**src/rtl/crtc_pkg.sv**
```systemverilog
package crtc_pkg;

    localparam int DW     = 8;
    localparam int IDX_W  = 5;
    localparam int NWR    = 16;
    localparam int LP_HI  = 16;
    localparam int LP_LO  = 17;
    localparam int DUMMY  = 31;

    typedef enum logic [2:0] {
        ST_IDLE,
        ST_INDEX,
        ST_WRITE,
        ST_STATUS,
        ST_READ
    } acc_state_e;

    // implemented bits of each writable timing register
    function automatic logic [DW-1:0] wr_mask(input logic [IDX_W-1:0] idx);
        logic [DW-1:0] m;
        case (idx)
            5'd4, 5'd6, 5'd7:            m = 8'h7F;
            5'd5, 5'd9, 5'd10, 5'd11:    m = 8'h1F;
            5'd12, 5'd14:                m = 8'h3F;
            default:                     m = 8'hFF;
        endcase
        return m;
    endfunction

endpackage

```
**src/rtl/crtc_addr_decode.sv**
```systemverilog
module crtc_addr_decode
    import crtc_pkg::*;
#(
    parameter int AW      = 16,
    parameter int SEL_BIT = 14,
    parameter int FN_LO   = 8
) (
    input  logic          req,
    input  logic [AW-1:0] addr,
    output acc_state_e    next_state
);

    logic [1:0] fn;
    logic       sel;

    assign fn  = addr[FN_LO+1:FN_LO];
    assign sel = req && !addr[SEL_BIT];

    always_comb begin
        next_state = ST_IDLE;
        if (sel) begin
            unique case (fn)
                2'b00: next_state = ST_INDEX;
                2'b01: next_state = ST_WRITE;
                2'b10: next_state = ST_STATUS;
                2'b11: next_state = ST_READ;
            endcase
        end
    end

endmodule

```
**src/rtl/crtc_regfile.sv**
```systemverilog
module crtc_regfile
    import crtc_pkg::*;
#(
    parameter int NREG = NWR
) (
    input  logic             clk,
    input  logic             rst_n,
    input  logic             we,
    input  logic [IDX_W-1:0] idx,
    input  logic [DW-1:0]    wdata,
    output logic [DW-1:0]    regs [NREG]
);

    generate
        for (genvar g = 0; g < NREG; g++) begin : g_reg
            localparam logic [IDX_W-1:0] MY_IDX = IDX_W'(g);
            localparam logic [DW-1:0]    MY_MSK = wr_mask(MY_IDX);
            always_ff @(posedge clk or negedge rst_n) begin
                if (!rst_n)
                    regs[g] <= '0;
                else if (we && idx == MY_IDX)
                    regs[g] <= wdata & MY_MSK;
            end
        end
    endgenerate

endmodule

```
**src/rtl/crtc_lpen_status.sv**
```systemverilog
module crtc_lpen_status
    import crtc_pkg::*;
#(
    parameter int MA_W     = 14,
    parameter bit HAS_FLAG = 1'b1
) (
    input  logic            clk,
    input  logic            rst_n,
    input  logic            strobe,
    input  logic [MA_W-1:0] cur_ma,
    input  logic            rd_clr,
    output logic [DW-1:0]   lp_hi,
    output logic [DW-1:0]   lp_lo,
    output logic            flag
);

    localparam int HI_W = MA_W - DW;

    logic strobe_q;
    logic rise;

    assign rise = strobe && !strobe_q;

    always_ff @(posedge clk or negedge rst_n) begin
        if (!rst_n) begin
            strobe_q <= 1'b0;
            lp_hi    <= '0;
            lp_lo    <= '0;
        end else begin
            strobe_q <= strobe;
            if (rise) begin
                lp_hi <= {{(DW-HI_W){1'b0}}, cur_ma[MA_W-1:DW]};
                lp_lo <= cur_ma[DW-1:0];
            end
        end
    end

    generate
        if (HAS_FLAG) begin : g_flag
            always_ff @(posedge clk or negedge rst_n) begin
                if (!rst_n)
                    flag <= 1'b0;
                else if (rise)
                    flag <= 1'b1;
                else if (rd_clr)
                    flag <= 1'b0;
            end
        end else begin : g_noflag
            logic unused_clr;
            assign unused_clr = rd_clr;
            assign flag = 1'b0;
        end
    endgenerate

endmodule

```
**src/rtl/crtc_read_mux.sv**
```systemverilog
module crtc_read_mux
    import crtc_pkg::*;
#(
    parameter bit VARIANT_B = 1'b1,
    parameter int NREG      = NWR
) (
    input  logic             is_status,
    input  logic [IDX_W-1:0] idx,
    input  logic [DW-1:0]    regs [NREG],
    input  logic [DW-1:0]    lp_hi,
    input  logic [DW-1:0]    lp_lo,
    input  logic             flag,
    input  logic             vborder,
    output logic [DW-1:0]    rdata
);

    logic [DW-1:0] status_val;
    logic [DW-1:0] dummy_val;
    logic          start_readable;

    generate
        if (VARIANT_B) begin : g_var_b
            assign status_val     = {1'b0, flag, vborder, 5'b0};
            assign dummy_val      = '1;
            assign start_readable = 1'b0;
        end else begin : g_var_a
            logic unused_st;
            assign unused_st      = flag ^ vborder;
            assign status_val     = '0;
            assign dummy_val      = '0;
            assign start_readable = 1'b1;
        end
    endgenerate

    always_comb begin
        rdata = '0;
        if (is_status) begin
            rdata = status_val;
        end else begin
            unique case (idx)
                5'd12, 5'd13: rdata = start_readable ? regs[idx[3:0]] : '0;
                5'd14, 5'd15: rdata = regs[idx[3:0]];
                5'd16:        rdata = lp_hi;
                5'd17:        rdata = lp_lo;
                5'd31:        rdata = dummy_val;
                default:      rdata = '0;
            endcase
        end
    end

endmodule

```
**src/rtl/crtc_cpu_port.sv**
```systemverilog
module crtc_cpu_port
    import crtc_pkg::*;
#(
    parameter bit VARIANT_B = 1'b1,
    parameter int AW        = 16,
    parameter int MA_W      = 14,
    parameter int NREG      = NWR,
    localparam int REGS_W   = NREG * DW
) (
    input  logic              clk,
    input  logic              rst_n,
    input  logic              io_req,
    input  logic [AW-1:0]     io_addr,
    input  logic [DW-1:0]     io_wdata,
    output logic [DW-1:0]     io_rdata,
    input  logic              lpen_strobe,
    input  logic [MA_W-1:0]   cur_ma,
    input  logic              vborder,
    output logic [REGS_W-1:0] tmg_regs
);

    acc_state_e        state_q, state_d;
    logic [DW-1:0]     wdata_q;
    logic [IDX_W-1:0]  index_q;
    logic [DW-1:0]     regs [NREG];
    logic [DW-1:0]     lp_hi, lp_lo, rd_val;
    logic              lp_flag;
    logic              idx_we, reg_we, rd_en, st_en, lp_clr;
    logic              unused_addr;

    assign unused_addr = ^{io_addr[AW-1:15], io_addr[13:10], io_addr[7:0]};

    crtc_addr_decode #(.AW(AW), .SEL_BIT(14), .FN_LO(8)) u_dec (
        .req        (io_req),
        .addr       (io_addr),
        .next_state (state_d)
    );

    // state register: the access sampled at this edge executes at the next
    always_ff @(posedge clk or negedge rst_n) begin
        if (!rst_n) begin
            state_q <= ST_IDLE;
            wdata_q <= '0;
        end else begin
            state_q <= state_d;
            wdata_q <= io_wdata;
        end
    end

    // per-state actions
    always_comb begin
        idx_we = 1'b0;
        reg_we = 1'b0;
        rd_en  = 1'b0;
        st_en  = 1'b0;
        unique case (state_q)
            ST_IDLE:   ;
            ST_INDEX:  idx_we = 1'b1;
            ST_WRITE:  reg_we = (index_q < IDX_W'(NREG));
            ST_STATUS: st_en  = 1'b1;
            ST_READ:   rd_en  = 1'b1;
            default:   ;
        endcase
    end

    assign lp_clr = rd_en && (index_q == IDX_W'(LP_HI) || index_q == IDX_W'(LP_LO));

    always_ff @(posedge clk or negedge rst_n) begin
        if (!rst_n)
            index_q <= '0;
        else if (idx_we)
            index_q <= wdata_q[IDX_W-1:0];
    end

    crtc_regfile #(.NREG(NREG)) u_rf (
        .clk   (clk),
        .rst_n (rst_n),
        .we    (reg_we),
        .idx   (index_q),
        .wdata (wdata_q),
        .regs  (regs)
    );

    crtc_lpen_status #(.MA_W(MA_W), .HAS_FLAG(VARIANT_B)) u_lp (
        .clk    (clk),
        .rst_n  (rst_n),
        .strobe (lpen_strobe),
        .cur_ma (cur_ma),
        .rd_clr (lp_clr),
        .lp_hi  (lp_hi),
        .lp_lo  (lp_lo),
        .flag   (lp_flag)
    );

    crtc_read_mux #(.VARIANT_B(VARIANT_B), .NREG(NREG)) u_rm (
        .is_status (st_en),
        .idx       (index_q),
        .regs      (regs),
        .lp_hi     (lp_hi),
        .lp_lo     (lp_lo),
        .flag      (lp_flag),
        .vborder   (vborder),
        .rdata     (rd_val)
    );

    always_ff @(posedge clk or negedge rst_n) begin
        if (!rst_n)
            io_rdata <= '0;
        else if (rd_en || st_en)
            io_rdata <= rd_val;
    end

    generate
        for (genvar g = 0; g < NREG; g++) begin : g_flat
            assign tmg_regs[g*DW +: DW] = regs[g];
        end
    endgenerate

endmodule

```
**config.mk**
```make
export PLATFORM = sky130hd
export DESIGN_NAME = crtc_cpu_port
export DESIGN_NICKNAME = d
export VERILOG_FILES = /design/src/rtl/crtc_pkg.sv /design/src/rtl/crtc_addr_decode.sv /design/src/rtl/crtc_regfile.sv /design/src/rtl/crtc_lpen_status.sv /design/src/rtl/crtc_read_mux.sv /design/src/rtl/crtc_cpu_port.sv
export SDC_FILE = /design/constraint.sdc
export NUM_CORES = 1
export LEC_CHECK = 0
export BUFFER_PORTS_ARGS = -buffer_cell sky130_fd_sc_hd__buf_2
export CAP_MARGIN = 20
export CELL_PAD_IN_SITES_DETAIL_PLACEMENT = 1
export CELL_PAD_IN_SITES_GLOBAL_PLACEMENT = 1
export CORE_MARGIN = 3
export CORE_UTILIZATION = 42
export DETAILED_ROUTE_END_ITERATION = 16
export GPL_TIMING_DRIVEN = 1
export MAX_ROUTING_LAYER = met4
export PLACE_DENSITY = 0.78
export SYNTH_ARGS = -nofsm -noshare
export SYNTH_HDL_FRONTEND = slang
export SYNTH_SLANG_ARGS = --single-unit
```
**constraint.sdc**
```tcl
create_clock -name clk -period 3.4 [get_ports clk]
set_clock_uncertainty 0.2 [all_clocks]
set_input_delay 0 -clock clk [delete_from_list [all_inputs] [get_ports clk]]
set_output_delay 0 -clock clk [all_outputs]
set_load 0.1 [all_outputs]
```
## Word-level counts from Yosys, hierarchy flattened

Index checks and enable logic that the tools add are counted.
Widths: inputs -> output; s select.

| operators by class | value |
|---|---|
| order comparisons | 2 |
| eq/ne operators | 25 |
| multiplexer cells | 13 |
| bitwise gates (word level) | 1 |
| reductions and logical operators | 27 |

Operator list:

| kind | number |
|---|---|
| $eq 5x4->1 const B | 8 |
| $bmux 8 s4 | 1 |
| $pmux 8 s4 | 1 |
| $mux 8 | 3 |
| $eq 5x3->1 const B | 4 |
| $logic_and 1x1->1 | 19 |
| $eq 5x5->1 const B | 3 |
| $pmux 3 s4 | 1 |
| $eq 5x2->1 const B | 2 |
| $eq 3x2->1 const B | 2 |
| $mux 1 | 6 |
| $eq 5x1->1 const B | 1 |
| $ge 5x5->1 const B | 1 |
| $logic_not 5->1 | 1 |
| $lt 5x5->1 const B | 1 |
| $not 4->5 | 1 |
| $eq 2x2->1 const B | 2 |
| $eq 3x1->1 const B | 1 |
| $eq 3x3->1 const B | 1 |
| $mux 3 | 1 |
| $eq 2x1->1 const B | 1 |
| $logic_not 1->1 | 2 |
| $logic_not 2->1 | 1 |
| $logic_or 1x1->1 | 2 |
| other kinds (2) | 2 |

| word-level totals | value |
|---|---|
| bits in registers | 149 |
| output and inout bits | 136 |
| logic and storage cells | 92 |

## Depth between registers and ports, before layout

Gate-level depths: netlist of the first run.

| depth | value |
|---|---|
| word-level depth | 6 |
| depth in mapped cells | 7 |
| gate-level depth less buffers | 4 |

## Modules after synthesis

A second synthesis of the first run with hierarchy kept.

| unflattened totals | value |
|---|---|
| cells, all modules | 450 |
| area, all modules | 6621.4 µm² |

By module, submodules not included:

| module | times used | cells an instance | area an instance (µm²) |
|---|---|---|---|
| crtc_regfile | 1 | 274 | 4379.2 |
| crtc_cpu_port | 1 | 74 | 965.9 |
| crtc_lpen_status | 1 | 38 | 668.1 |
| crtc_read_mux | 1 | 55 | 529.3 |
| crtc_addr_decode | 1 | 9 | 78.8 |

## Least setup slack after synthesis of the first run

OpenSTA, ideal clock, no wires.

| path | value |
|---|---|
| kind | register to register |
| start | register index_q[4] |
| end | register u_rf.regs[13] (netlist bit) |
| library setup time | 0.126 ns |
| arrival time | 2.154 ns |
| data required time | 3.074 ns |
| slack | 0.921 ns |
| cell stages (with the launch flop) | 8 |
| buffers on the path | 3 |
| clock period less this slack | 2.479 ns |
| path through | dfrtp_1 -> buf_6 -> or4b_4 -> buf_6 -> or2_4 -> or3b_1 -> buf_6 -> mux2_4 |

| between the ends | value |
|---|---|
| cells in the longest elaborated chain, start to end | 3 |
| elaborated cells between the ends (all ways) | 4 |
| classes of those cells | order compare: 1; eq/ne: 1; mux: 1; reduce/logical: 1 |

Ends and longest elaborated chain:

| what | line | text |
|---|---|---|
| start: declaration | crtc_cpu_port.sv:24 | `logic [IDX_W-1:0] index_q;` |
| start signal: assignment | crtc_cpu_port.sv:72 | `index_q <= wdata_q[IDX_W-1:0];` |
| $lt 5x5->1 | crtc_cpu_port.sv:59 | `ST_WRITE: reg_we = (index_q < IDX_W'(NREG));` |
| $mux 1 | crtc_cpu_port.sv:56 | `unique case (state_q)` |
| $logic_and 1x1->1 * | crtc_regfile.sv:21 | `else if (we && idx == MY_IDX)` |
| end signal: indexed assignment | crtc_regfile.sv:22 | `regs[g] <= wdata & MY_MSK;` |
| end: declaration | crtc_regfile.sv:11 | `output logic [DW-1:0] regs [NREG]` |

Every way passes the cells marked *; elsewhere a longest branch is shown, timed or not.
A chain may end at the register's enable or synchronous reset.

## Final worst setup path of the first run

| path | value |
|---|---|
| start | register index_q[4] |
| end | register u_rf.regs[10] (netlist bit) |

Same word-level chain as after synthesis.

==> qor.txt, run 1 <==
FINISH
--------------------------------------------------------------------------------
Area growth, synth to finish                                               28.5%
Layout net count                                                             672
Multi-input logic area                                              0.00253 sq mm
Fraction of layout cells with a size suffix above 1                        52.1%
N_diodes                                                                       0
Area used by sequential logic in the layout                         0.00373 sq mm
Number of fill cells                                                        1488

DETAILED ROUTING
--------------------------------------------------------------------------------
Via/cell ratio                                                              5.30
Met3 wire length                                                         1030 um
Detail-routed net length per standard cell                               22.0 um
Count of antenna-violating nets left after detailed routing                    0
Wire length on met2                                                      9380 um
Via count                                                                   4361
Sum of routed wire segments on met1                                      7420 um
Detailed-route DRC error count                                                 0
Highest metal layer used by the detailed router                             met4
Detailed Route WL                                                       18100 um
Starting DRC count in detailed routing                                       235
Drt first pass iters                                                           4

CTS
--------------------------------------------------------------------------------
Insertion delay of the later-clocked pin in the worst-skew pair          0.43 ns
Maximum number of buffers from clock root to sink                              2
Level count of the clock H-tree                                                4
Sinks on the clock net                                                       149
CTS tree                                                                    done
Clock transition at the registers of the reported paths                  0.06 ns
TritonCTS buffer count                                                        17
Cell chosen for the clock root                                      sky130_fd_sc_hd__clkbuf_16
Post-CTS resize count                                                          0

STA
--------------------------------------------------------------------------------
Maximum clock frequency                                                  375 MHz
Setup-failing EPs final                                                        0
Worst slew slack as a fraction of its limit                                40.1%
Pins over their slew limit                                                     0
Period utilisation layout                                                  78.5%
Measured slew at the worst slew-check pin                               0.896 ns
Post-layout minimum cycle time                                           2.67 ns
Sum of negative setup slack                                                 0 ns
RSZ-0062 raised after global routing                                       false
Hold Fails Final Rpt                                                           0

FLOW RUN
--------------------------------------------------------------------------------
Maxcap violations                                                              0

SETUP PATH
--------------------------------------------------------------------------------
Reg-to-reg critical path endpoint                                   u_rf.regs[10]
Arrival time of the worst setup path                                     2.77 ns
Slowest stage cell on the critical path                             sky130_fd_sc_hd__or4b_4
Path depth of the worst reg2reg path                                           4
Category of the critical setup timing path                               reg2reg
CP Launch Type                                                          register
Element type at the critical path end                                   register
Buffers plus inverters on the worst setup path                                 0
Required time at the endpoint of the critical path                       3.51 ns
Cell type group with the largest total delay on the critical path   simple AND/OR/NAND/NOR gates
Critical path fanouts, max                                                    10
Critical path, cell by cell                                         or4b_4, or2_4, or3b_1, mux2_4
Critical path's largest stage delay                                      0.63 ns
Register-to-register path setup slack                                    0.73 ns
Launching point of the worst reg2reg path                             index_q[4]

PLACE
--------------------------------------------------------------------------------
Placer Congestion                                                          0.840
Number of I/O port buffers                                                   146
DP Wirelength                                                           12300 um

HOLD PATH
--------------------------------------------------------------------------------
Min-delay worst type                                                    in2async

FLOORPLANNING
--------------------------------------------------------------------------------
Core area                                                           0.0148 sq mm
Die Ht                                                                    130 um
Die width                                                                 130 um
Standard-cell row count                                                       44
Initial standard-cell utilization of the core                              43.7%
Area enclosed by the die boundary                                   0.0169 sq mm
Boundary pin count                                                           179

GRT
--------------------------------------------------------------------------------
Vias in the first global route                                              4934
Initial antenna violation count                                                0
Sum of overflow across all layers after global routing                         0
Wire length of the first global-routing pass                            28000 um
Maximum number of pins on one net before global-route repair                  91
Global Route Usage Sum                                                     22.9%

RUN STATUS
--------------------------------------------------------------------------------
Outcome                                                             finished, final reports clean

LOGIC SYNTHESIS
--------------------------------------------------------------------------------
Number of synthesized register bits                                          149
Yosys warnings                                                                 0
Synth cell types                                                              47
Synth Flop Type                                                     sky130_fd_sc_hd__dfrtp_1
Seq/Total Area, Yosys                                                      57.8%
EDFF count, synth                                                              0
Share of async-settable or async-resettable flops after synthesis           100%
Synthesized area per cell                                             14.6 sq um
Syn Inst Count                                                               441
Cell area after synthesis                                           0.00645 sq mm

==> placed cells by master, fill, tap and decap left out, types with 3 or more instances in the layout <==
cell                            instances
sky130_fd_sc_hd__a221o_1                6
sky130_fd_sc_hd__and3b_1                3
sky130_fd_sc_hd__buf_2                145
sky130_fd_sc_hd__buf_4                  8
sky130_fd_sc_hd__bufinv_16              4
sky130_fd_sc_hd__clkbuf_16             17
sky130_fd_sc_hd__conb_1                19
sky130_fd_sc_hd__dfrtp_1              149
sky130_fd_sc_hd__dlygate4sd3_1         34
sky130_fd_sc_hd__ha_1                   3
sky130_fd_sc_hd__inv_1                  3
sky130_fd_sc_hd__inv_6                  4
sky130_fd_sc_hd__mux2_2               124
sky130_fd_sc_hd__mux2_4                 6
sky130_fd_sc_hd__mux2i_1               14
sky130_fd_sc_hd__mux4_2                10
sky130_fd_sc_hd__nand2_1               15
sky130_fd_sc_hd__nand2b_1               4
sky130_fd_sc_hd__nor2_1                11
sky130_fd_sc_hd__nor2b_1                5
sky130_fd_sc_hd__nor3b_1                4
sky130_fd_sc_hd__o21ai_0                9
==> area by class of cell <==
type,instances,share of cell area [%]
repair buffers,189,14.0
multi-input cells,266,30.5
well taps,184,2.78
inverters,3,0.136
clock buffers,20,5.39
flip-flops and latches,149,45.0
clock inverters,12,2.29
==> flip-flops by register name (all words and copies together) (netlist names) <==
signal	cells
io_rdata	8
state_q	3
u_lp.flag	1
u_lp.strobe_q	1
wdata_q	8
u_lp.lp_hi	6
u_rf.regs	109
u_lp.lp_lo	8
index_q	5
==> cell usage after synthesis (4+ instances only) <==
master / n / area, sq um
sky130_fd_sc_hd__dfrtp_1: 149 / 3730
sky130_fd_sc_hd__mux2_2: 124 / 1400
sky130_fd_sc_hd__buf_4: 19 / 143
sky130_fd_sc_hd__nand2_1: 15 / 56.3
sky130_fd_sc_hd__clkbuf_1: 14 / 52.6
sky130_fd_sc_hd__mux2i_1: 14 / 140
sky130_fd_sc_hd__nor2_1: 11 / 41.3
sky130_fd_sc_hd__mux4_2: 10 / 225
sky130_fd_sc_hd__o21ai_0: 9 / 45.0
sky130_fd_sc_hd__a221o_1: 6 / 60.1
sky130_fd_sc_hd__mux2_4: 6 / 90.1
sky130_fd_sc_hd__nor2b_1: 5 / 31.3
sky130_fd_sc_hd__buf_2: 4 / 20.0
sky130_fd_sc_hd__nand2b_1: 4 / 25.0
sky130_fd_sc_hd__nor3b_1: 4 / 30.0
==> repair_timing <==
action / 4_1_cts / 5_1_grt
setup buffers: 0 / 0
endpoints found under the hold margin: 117 / 0
hold buffers: 34 / 0
==> metal layers <==
layer,global-route usage [%],vias to the layer above
met5,-,-
li1,-,1925
met2,38.6,141
met3,6.88,23
met1,26.8,2272
met4,6.30,0
==> logic make-up (layout without fill, tap and decap cells) <==
logic type | count (synthesis) | in the layout | share of synthesized area (%)
AOI/OAI and AO/OA | 26 | 26 | 3.01
adders and majority gates | 3 | 3 | 0.582
buffers and inverters | 44 | 224 | 4.09
DFF | 149 | 149 | 57.8
muxes | 154 | 154 | 28.7
other | 1 | 19 | 0.0581
and+or+nand+nor | 64 | 64 | 5.78
==> how the worst max path moves through the flow <==
stage               startpoint  slack, ns       endpoint  cells past startpoint
CTS                 index_q[4]       0.74   u_rf.regs[8]                      4
floorplan           index_q[4]       0.92  u_rf.regs[13]                      7
global placement    index_q[4]       0.78  u_rf.regs[10]                      4
finish              index_q[4]       0.73  u_rf.regs[10]                      4
detailed placement  index_q[4]       0.73  u_rf.regs[10]                      4
global route        index_q[4]       0.55  u_rf.regs[62]                      4
==> stage by stage <==
step / util [%] / cells / instance area [sq um] / setup slack (ns) / hold slack [ns]
4_1_cts: 56.2 / 823 / 8290 / 0.743 / 0.00275
2_1_floorplan: - / 459 / 6520 / 0.921 / -0.496
3_3_place_gp: 49.6 / 757 / 7310 / 0.779 / -0.0916
6_report: 56.2 / 823 / 8290 / 0.733 / 0.0242
5_1_grt: 56.2 / 823 / 8290 / 0.547 / 0.0135
3_5_place_dp: 49.6 / 757 / 7310 / 0.728 / -0.0898
Power of run 1 is not shown: default switching activity piles up to over one toggle a cycle in this logic, so the estimate is an artifact.
==> inputs of run 2 (changes only) <==
==> constraint.sdc (replaced) <==
create_clock -name clk -period 2.7 [get_ports clk]
set_clock_uncertainty 0.2 [all_clocks]
set_input_delay 0 -clock clk [delete_from_list [all_inputs] [get_ports clk]]
set_output_delay 0 -clock clk [all_outputs]
set_load 0.1 [all_outputs]
==> run 2 against run 1 <==
Net effect:
- fmax increased by 7.2%
- sequential share of layout area decreased by 0.054 points
- final cell count grew 1.2%
- global-route usage increased by 0.78 points
- critical path depth stayed put
- design area rose by 0.12%
- worst setup slack got worse by 0.52 ns
- die area stayed put
- utilization rose by 0.068 points
- sequential cell count unchanged
==> qor.txt, run 2 (synthesized netlist as in run 1, its figures left out) <==
STA
------------------------------------------------------------------------------
Period utilisation layout                                                92.1%   was 78.5%
Sum of negative setup slack                                               0 ns   unchanged
Measured slew at the worst slew-check pin                             0.692 ns   was 0.896 ns
Pins over their slew limit                                                   0   unchanged
Worst slew slack as a fraction of its limit                              53.9%   was 40.1%
Hold Fails Final Rpt                                                         0   unchanged
Maximum clock frequency                                                402 MHz   was 375 MHz
RSZ-0062 raised after global routing                                     false   unchanged
Post-layout minimum cycle time                                         2.49 ns   was 2.67 ns
Setup-failing EPs final                                                      0   unchanged

GRT
------------------------------------------------------------------------------
Sum of overflow across all layers after global routing                       0   unchanged
Vias in the first global route                                            5026   was 4934
Wire length of the first global-routing pass                          28700 um   was 28000 um
Maximum number of pins on one net before global-route repair                75   was 91
Global Route Usage Sum                                                   23.7%   was 22.9%
Initial antenna violation count                                              0   unchanged

FINISH
------------------------------------------------------------------------------
N_diodes                                                                     0   unchanged
Reg with most FFs                                                    u_rf.regs   unchanged
Fraction of layout cells with a size suffix above 1                      53.3%   was 52.1%
Area growth, synth to finish                                             28.7%   was 28.5%
Final Non-Filler Cells                                                     833   was 823
Top library cells by usage in the layout, fill and taps aside     sky130_fd_sc_hd__dfrtp_1 (149), sky130_fd_sc_hd__buf_2 (145), sky130_fd_sc_hd__mux2_2 (124), sky130_fd_sc_hd__dlygate4sd3_1 (35), sky130_fd_sc_hd__conb_1 (19)   was sky130_fd_sc_hd__dfrtp_1 (149), sky130_fd_sc_hd__buf_2 (145), sky130_fd_sc_hd__mux2_2 (124), sky130_fd_sc_hd__dlygate4sd3_1 (34), sky130_fd_sc_hd__conb_1 (19)
Number of fill cells                                                      1475   was 1488
Utilization after layout                                                 56.3%   was 56.2%
Number of flip-flops under the largest register name                       109   unchanged
Layout net count                                                           682   was 672
Commonest non-fill, non-tap cell in the layout                    sky130_fd_sc_hd__dfrtp_1   unchanged

CTS
------------------------------------------------------------------------------
TritonCTS buffer count                                                      17   unchanged
Clock transition at the registers of the reported paths                0.06 ns   about the same
Sinks on the clock net                                                     149   unchanged
Maximum number of buffers from clock root to sink                            2   unchanged
Cell chosen for the clock root                                    sky130_fd_sc_hd__clkbuf_16   unchanged
Insertion delay of the later-clocked pin in the worst-skew pair        0.42 ns   was 0.43 ns
Level count of the clock H-tree                                              4   unchanged
Setup Fix Bufs, Post-CTS                                                     0   unchanged
CTS tree                                                                  done   unchanged

SETUP PATH
------------------------------------------------------------------------------
Reg-to-reg critical path endpoint                                 u_rf.regs[103]   was u_rf.regs[10]
Critical path fanouts, max                                                   8   was 10
Register-to-register path setup slack                                  0.21 ns   was 0.73 ns
Element type at the critical path end                                 register   unchanged
Arrival time of the worst setup path                                   2.60 ns   was 2.77 ns
Launching point of the worst reg2reg path                           state_q[0]   was index_q[4]
Category of the critical setup timing path                             reg2reg   unchanged
Path depth of the worst reg2reg path                                         4   unchanged
CP Launch Type                                                        register   unchanged
Required time at the endpoint of the critical path                     2.81 ns   was 3.51 ns

HOLD PATH
------------------------------------------------------------------------------
Min-delay worst type                                                    in2reg   was in2async
Cells on Worst Hold Path                                                     2
Hold path startpoint                                               io_wdata[6]
Worst hold endpoint                                                 wdata_q[6]

POWER
------------------------------------------------------------------------------
Pleak                                                               0.00428 uW
Worst IR drop on VDD                                                   1.17 mV
Post-route total power                                                11000 uW
P per Cell Area                                                   1330 mW/mm^2

DETAILED ROUTING
------------------------------------------------------------------------------
Detailed-route DRC error count                                               0   unchanged
Via count                                                                 4393   was 4361
Via/cell ratio                                                            5.27   was 5.30
Starting DRC count in detailed routing                                     199   was 235
Detail-routed net length per standard cell                             22.3 um   was 22.0 um
Detailed Route WL                                                     18600 um   was 18100 um
Drt first pass iters                                                         4   unchanged
Count of antenna-violating nets left after detailed routing                  0   unchanged

FLOORPLANNING
------------------------------------------------------------------------------
Standard-cell row count                                                     44   unchanged
Boundary pin count                                                         179   unchanged
Core area                                                         0.0148 sq mm   unchanged
Area enclosed by the die boundary                                 0.0169 sq mm   unchanged
Initial standard-cell utilization of the core                            43.7%   unchanged
Die width                                                               130 um   unchanged
Die Ht                                                                  130 um   unchanged

RUN STATUS
------------------------------------------------------------------------------
Outcome                                                           finished, final reports clean   unchanged

PLACE
------------------------------------------------------------------------------
Placer Congestion                                                        0.881   was 0.840
DP Wirelength                                                         12400 um   was 12300 um
Number of placed cells counting well taps                                  766   was 757
Number of I/O port buffers                                                 146   unchanged

FLOW RUN
------------------------------------------------------------------------------
Maxcap violations                                                            0   unchanged

-- run 2: final cells by class --
class,count,area [sq um],area share [%]
multi-input cells,266,2530,30.5
well taps,184,230,2.77
inverters,3,11.3,0.136
flip-flops and latches,149,3730,44.9
clock inverters,12,95.1,1.15
repair buffers,199,1230,14.9
clock buffers,20,467,5.62
-- run 2: report_power, final --
group / internal, uW / leakage, uW / switching [uW]
Combinational: 1010 / 0.00206 / 4550
Clock: 1260 / 0.000268 / 1010
Sequential: 2790 / 0.00195 / 430
Total: 5060 / 0.00428 / 5990
-- run 2: worst max path at each step --
stage                from             end  cells past startpoint
2_1_floorplan  index_q[4]   u_rf.regs[13]                      7
3_3_place_gp   state_q[0]   u_rf.regs[10]                      4
3_5_place_dp   state_q[0]   u_rf.regs[11]                      4
4_1_cts        state_q[0]    u_rf.regs[9]                      4
5_1_grt        state_q[0]  u_rf.regs[103]                      4
6_report       state_q[0]  u_rf.regs[103]                      4
-- run 2: timing repair --
action	4_1_cts	5_1_grt
hold endpoints to repair	177	0
endpoints found under the setup margin	0	9
hold buffers	35	0
gates resized for setup	0	2
-- run 2: worst max-delay path: stages, from the launching register on --
cell	delay, ns
sky130_fd_sc_hd__dfrtp_1	0.45
sky130_fd_sc_hd__or4b_4	0.60
sky130_fd_sc_hd__nor3_2	0.24
sky130_fd_sc_hd__nand3_1	0.44
sky130_fd_sc_hd__mux2_2	0.43
-- run 2: metal layers --
layer,GRT usage (%),wire length [um],vias up
met4,5.44,188,0
li1,-,-,1944
met5,-,0,-
met2,40.9,9670,153
met1,26.4,7360,2283
met3,8.27,1340,13
-- run 2: metrics by stage --
| step | hold WS, ns | cell area [sq um] | worst slack [ns] |
|---|---|---|---|
| finish | 0.0239 | 8300 | 0.213 |
| global route | 0.0140 | 8300 | 0.0706 |
| CTS | 0.00103 | 8290 | 0.0834 |
| detailed placement | -0.134 | 7380 | 0.108 |
| global placement | -0.139 | 7380 | 0.164 |
| floorplan | -0.496 | 6520 | 0.221 |
No activity file was read; power rests on OpenSTA's default activity.
==> inputs of run 3 (changes only) <==
--- a/config.mk
+++ b/config.mk
@@ -5,16 +5,18 @@
 export SDC_FILE = /design/constraint.sdc
 export NUM_CORES = 1
 export LEC_CHECK = 0
+export ABC_AREA = 1
 export BUFFER_PORTS_ARGS = -buffer_cell sky130_fd_sc_hd__buf_2
 export CAP_MARGIN = 20
 export CELL_PAD_IN_SITES_DETAIL_PLACEMENT = 1
 export CELL_PAD_IN_SITES_GLOBAL_PLACEMENT = 1
 export CORE_MARGIN = 3
-export CORE_UTILIZATION = 42
+export CORE_UTILIZATION = 39
 export DETAILED_ROUTE_END_ITERATION = 16
 export GPL_TIMING_DRIVEN = 1
 export MAX_ROUTING_LAYER = met4
 export PLACE_DENSITY = 0.78
+export SKIP_LAST_GASP = 1
 export SYNTH_ARGS = -nofsm -noshare
 export SYNTH_HDL_FRONTEND = slang
 export SYNTH_SLANG_ARGS = --single-unit
==> run 3 against run 2 <==
Net effect:
- the run now ends with hold timing left
- register-to-register slack worse by 0.02 ns
- die area is 17% higher
- fmax down 0.60%
- worst setup slack got worse by 0.015 ns
- non-clock buffer count shrank 4
- clock-buffer cell count is 1 lower
- utilization is 5.3 points lower
- largest cell class unchanged
- largest power group unchanged
==> qor.txt, run 3 <==
STA
--------------------------------------------------------------------------------
Measured slew at the worst slew-check pin                               0.884 ns   was 0.692 ns
Worst path setup slack after routing                                    0.197 ns   was 0.213 ns
Setup-failing EPs final                                                        0   unchanged
Post-layout minimum cycle time                                           2.50 ns   was 2.49 ns
Worst slew slack as a fraction of its limit                                41.0%   was 53.9%
Pins over their slew limit                                                     0   unchanged
Sum of negative setup slack                                                 0 ns   unchanged
Maximum clock frequency                                                  400 MHz   was 402 MHz
RSZ-0062 raised after global routing                                       false   unchanged
Hold Fails Final Rpt                                                           1   was 0
Worst hold margin                                                    -0.00487 ns   was 0.0239 ns
Period utilisation layout                                                  92.7%   was 92.1%

LOGIC SYNTHESIS
--------------------------------------------------------------------------------
EDFF count, synth                                                              0   unchanged
Synthesized area per cell                                             8.36 sq um   was 14.6 sq um
Share of async-settable or async-resettable flops after synthesis           100%   unchanged
Most common cell in the netlist                                     sky130_fd_sc_hd__nand2_1   was sky130_fd_sc_hd__dfrtp_1
Synth cell types                                                              31   was 47
Synth Flop Type                                                     sky130_fd_sc_hd__dfrtp_1   unchanged
Number of synthesized register bits                                          149   unchanged
Post-synth top area share                                                  52.6%   was 57.8%
Cell area after synthesis                                           0.00709 sq mm   was 0.00645 sq mm
Cell type with the largest total area after synthesis               sky130_fd_sc_hd__dfrtp_1   unchanged
Syn Inst Count                                                               848   was 441
Top cells by instance count after synthesis                         sky130_fd_sc_hd__nand2_1 (394), sky130_fd_sc_hd__dfrtp_1 (149), sky130_fd_sc_hd__o21ai_0 (81)   was sky130_fd_sc_hd__dfrtp_1 (149), sky130_fd_sc_hd__mux2_2 (124), sky130_fd_sc_hd__buf_4 (19)
Top post-synthesis cells by area                                    sky130_fd_sc_hd__dfrtp_1 (53%), sky130_fd_sc_hd__nand2_1 (21%), sky130_fd_sc_hd__o21ai_0 (5.7%)   was sky130_fd_sc_hd__dfrtp_1 (58%), sky130_fd_sc_hd__mux2_2 (22%), sky130_fd_sc_hd__mux4_2 (3.5%)
Seq/Total Area, Yosys                                                      52.6%   was 57.8%
Yosys warnings                                                                 0   unchanged

FINISH
--------------------------------------------------------------------------------
Area used by sequential logic in the layout                         0.00373 sq mm   about the same
Number of fill cells                                                        2177   was 1475
Fraction of layout cells with a size suffix above 1                        25.8%   was 53.3%
Multi-input logic area                                              0.00296 sq mm   was 0.00253 sq mm
Commonest non-fill, non-tap cell in the layout                      sky130_fd_sc_hd__nand2_1   was sky130_fd_sc_hd__dfrtp_1
Top library cells by usage in the layout, fill and taps aside       sky130_fd_sc_hd__nand2_1 (394), sky130_fd_sc_hd__dfrtp_1 (148), sky130_fd_sc_hd__buf_2 (145), sky130_fd_sc_hd__o21ai_0 (81), sky130_fd_sc_hd__dlygate4sd3_1 (36)   was sky130_fd_sc_hd__dfrtp_1 (149), sky130_fd_sc_hd__buf_2 (145), sky130_fd_sc_hd__mux2_2 (124), sky130_fd_sc_hd__dlygate4sd3_1 (35), sky130_fd_sc_hd__conb_1 (19)
Final Non-Filler Cells                                                      1265   was 833
Area growth, synth to finish                                               26.1%   was 28.7%
Reg with most FFs                                                      u_rf.regs   unchanged
Layout net count                                                            1071   was 682
Number of flip-flops under the largest register name                         109   unchanged

FLOW RUN
--------------------------------------------------------------------------------
Maxcap violations                                                              0   unchanged

FLOORPLANNING
--------------------------------------------------------------------------------
Die width                                                                 141 um   was 130 um
Standard-cell row count                                                       48   was 44
Initial standard-cell utilization of the core                              40.4%   was 43.7%
Core area                                                           0.0175 sq mm   was 0.0148 sq mm
Boundary pin count                                                           179   unchanged
Area enclosed by the die boundary                                   0.0198 sq mm   was 0.0169 sq mm
Die Ht                                                                    141 um   was 130 um

GRT
--------------------------------------------------------------------------------
Wire length of the first global-routing pass                            37500 um   was 28700 um
Initial antenna violation count                                                2   was 0
Vias in the first global route                                              6830   was 5026
Sum of overflow across all layers after global routing                         0   unchanged
Global Route Usage Sum                                                     24.9%   was 23.7%
Maximum number of pins on one net before global-route repair                  86   was 75

CTS
--------------------------------------------------------------------------------
Level count of the clock H-tree                                                4   unchanged
Cell chosen for the clock root                                      sky130_fd_sc_hd__clkbuf_16   unchanged
Maximum number of buffers from clock root to sink                              2   unchanged
TritonCTS buffer count                                                        17   unchanged
Setup Fix Bufs, Post-CTS                                                       0   unchanged
Insertion delay of the later-clocked pin in the worst-skew pair          0.43 ns   was 0.42 ns
Clock transition at the registers of the reported paths                  0.07 ns   was 0.06 ns
CTS tree                                                                    done   unchanged
Sinks on the clock net                                                       149   unchanged
Post-CTS resize count                                                          0   unchanged

SETUP PATH
--------------------------------------------------------------------------------
Category of the critical setup timing path                               reg2reg   unchanged
Arrival time of the worst setup path                                     2.59 ns   was 2.60 ns
Critical path fanouts, max                                                    20   was 8
Element type at the critical path end                                   register   unchanged
Required time at the endpoint of the critical path                       2.79 ns   was 2.81 ns
CP Launch Type                                                          register   unchanged

DETAILED ROUTING
--------------------------------------------------------------------------------
Detailed-route DRC error count                                                 0   unchanged
Detailed Route WL                                                       23500 um   was 18600 um
Detail-routed net length per standard cell                               18.5 um   was 22.3 um
Starting DRC count in detailed routing                                       382   was 199
Via/cell ratio                                                              5.06   was 5.27
Drt first pass iters                                                           4   unchanged
Via count                                                                   6404   was 4393
Count of antenna-violating nets left after detailed routing                    0   unchanged

RUN STATUS
--------------------------------------------------------------------------------
Violations in the final reports                                      hold timing
Outcome                                                             complete, but fails checks   was finished, final reports clean

POWER
--------------------------------------------------------------------------------
Pleak                                                                 0.00488 uW   was 0.00428 uW
P per Cell Area                                                     1250 mW/mm^2   was 1330 mW/mm^2
Worst IR drop on VDD                                                     1.35 mV   was 1.17 mV

HOLD PATH
--------------------------------------------------------------------------------
Min-delay worst type                                                    in2async   was in2reg

PLACE
--------------------------------------------------------------------------------
Number of I/O port buffers                                                   146   unchanged
Worst setup slack before clock tree synthesis                           0.308 ns   was 0.108 ns
DP Wirelength                                                           15500 um   was 12400 um
Placer Congestion                                                          0.846   was 0.881
Number of placed cells counting well taps                                   1195   was 766

[run 3: cell types whose count changed in the layout (fill, tap and decap cells not counted), sizes merged, moves of 6 or more]
cell   change
nor2       +6
inv       +25
mux4      -10
nand3     +21
a21oi      +6
a221o      -6
nand2    +396
mux2     -116
o21ai    +113
mux2i     -14
[run 3: worst paths after layout]
check / from / end / slack [ns] / cells past startpoint
worst max-delay path: index_q[0] / u_rf.regs[1] / 0.20 / 4
worst min-delay path: rst_n / u_rf.regs[33] / -0.005 / 2
worst max register to register: index_q[0] / u_rf.regs[1] / 0.20 / 4
worst min register to register: io_rdata[4] / io_rdata[4] / 0.27 / 2
max in group asynchronous: rst_n / index_q[0] / 1.49 / 3
min in group clk: io_wdata[5] / wdata_q[5] / 0.01 / 2
[run 3: through the flow]
stage	power, uW	instance area [sq um]	hold slack, ns	util, %
6_report	11100	8930	-0.00487	50.9
5_1_grt	11600	8930	0.00621	50.9
4_1_cts	11200	8930	0.00460	50.9
3_5_place_dp	8490	7930	-0.0899	45.2
3_3_place_gp	8400	7930	-0.0920	45.2
2_1_floorplan	7460	7160	-0.496	-
[run 3: per-layer routing]
| metal | routed length, um | GRT usage, % | up-vias |
|---|---|---|---|
| li1 | - | - | 3026 |
| met1 | 10000 | 31.0 | 3155 |
| met2 | 11800 | 41.3 | 189 |
| met3 | 1220 | 4.75 | 34 |
| met4 | 441 | 7.90 | 0 |
| met5 | 0 | - | - |
[run 3: cell type report]
class / count / share of cell area (%)
multi-input cells: 629 / 33.1
clock inverters: 13 / 2.31
inverters: 33 / 1.39
repair buffers: 195 / 13.4
well taps: 225 / 3.15
diodes: 2 / 0.0560
flip-flops and latches: 149 / 41.7
clock buffers: 19 / 4.85
[run 3: timing repair]
item | 4_1_cts | 5_1_grt
hold buffers | 36 | 0
endpoints found under the hold margin | 108 | 0
endpoints found under the setup margin | 0 | 0
[run 3: critical path: stages (launching register included)]
cell	delay, ns
sky130_fd_sc_hd__dfrtp_2	0.61
sky130_fd_sc_hd__nand2_1	0.12
sky130_fd_sc_hd__inv_1	0.32
sky130_fd_sc_hd__nand3_1	0.58
sky130_fd_sc_hd__o21ai_0	0.52
[run 3: kinds of logic (layout without fill, tap and decap cells)]
kind of cell | Yosys count | in the layout | share of synthesized area [%]
AO/OA/AOI/OAI | 134 | 134 | 11.2
adder cells (fa/ha/maj) | 3 | 3 | 0.530
buffers and inverters | 88 | 260 | 6.58
flip-flops | 149 | 149 | 52.6
multiplexers | 14 | 14 | 2.22
other | 1 | 21 | 0.0529
AND/OR/NAND/NOR | 459 | 459 | 26.8
[run 3: power by group]
group	switching, uW	internal, uW	total, uW
Combinational	4490	818	5300
Clock	975	1640	2610
Sequential	485	2730	3210
Total	5950	5180	11100
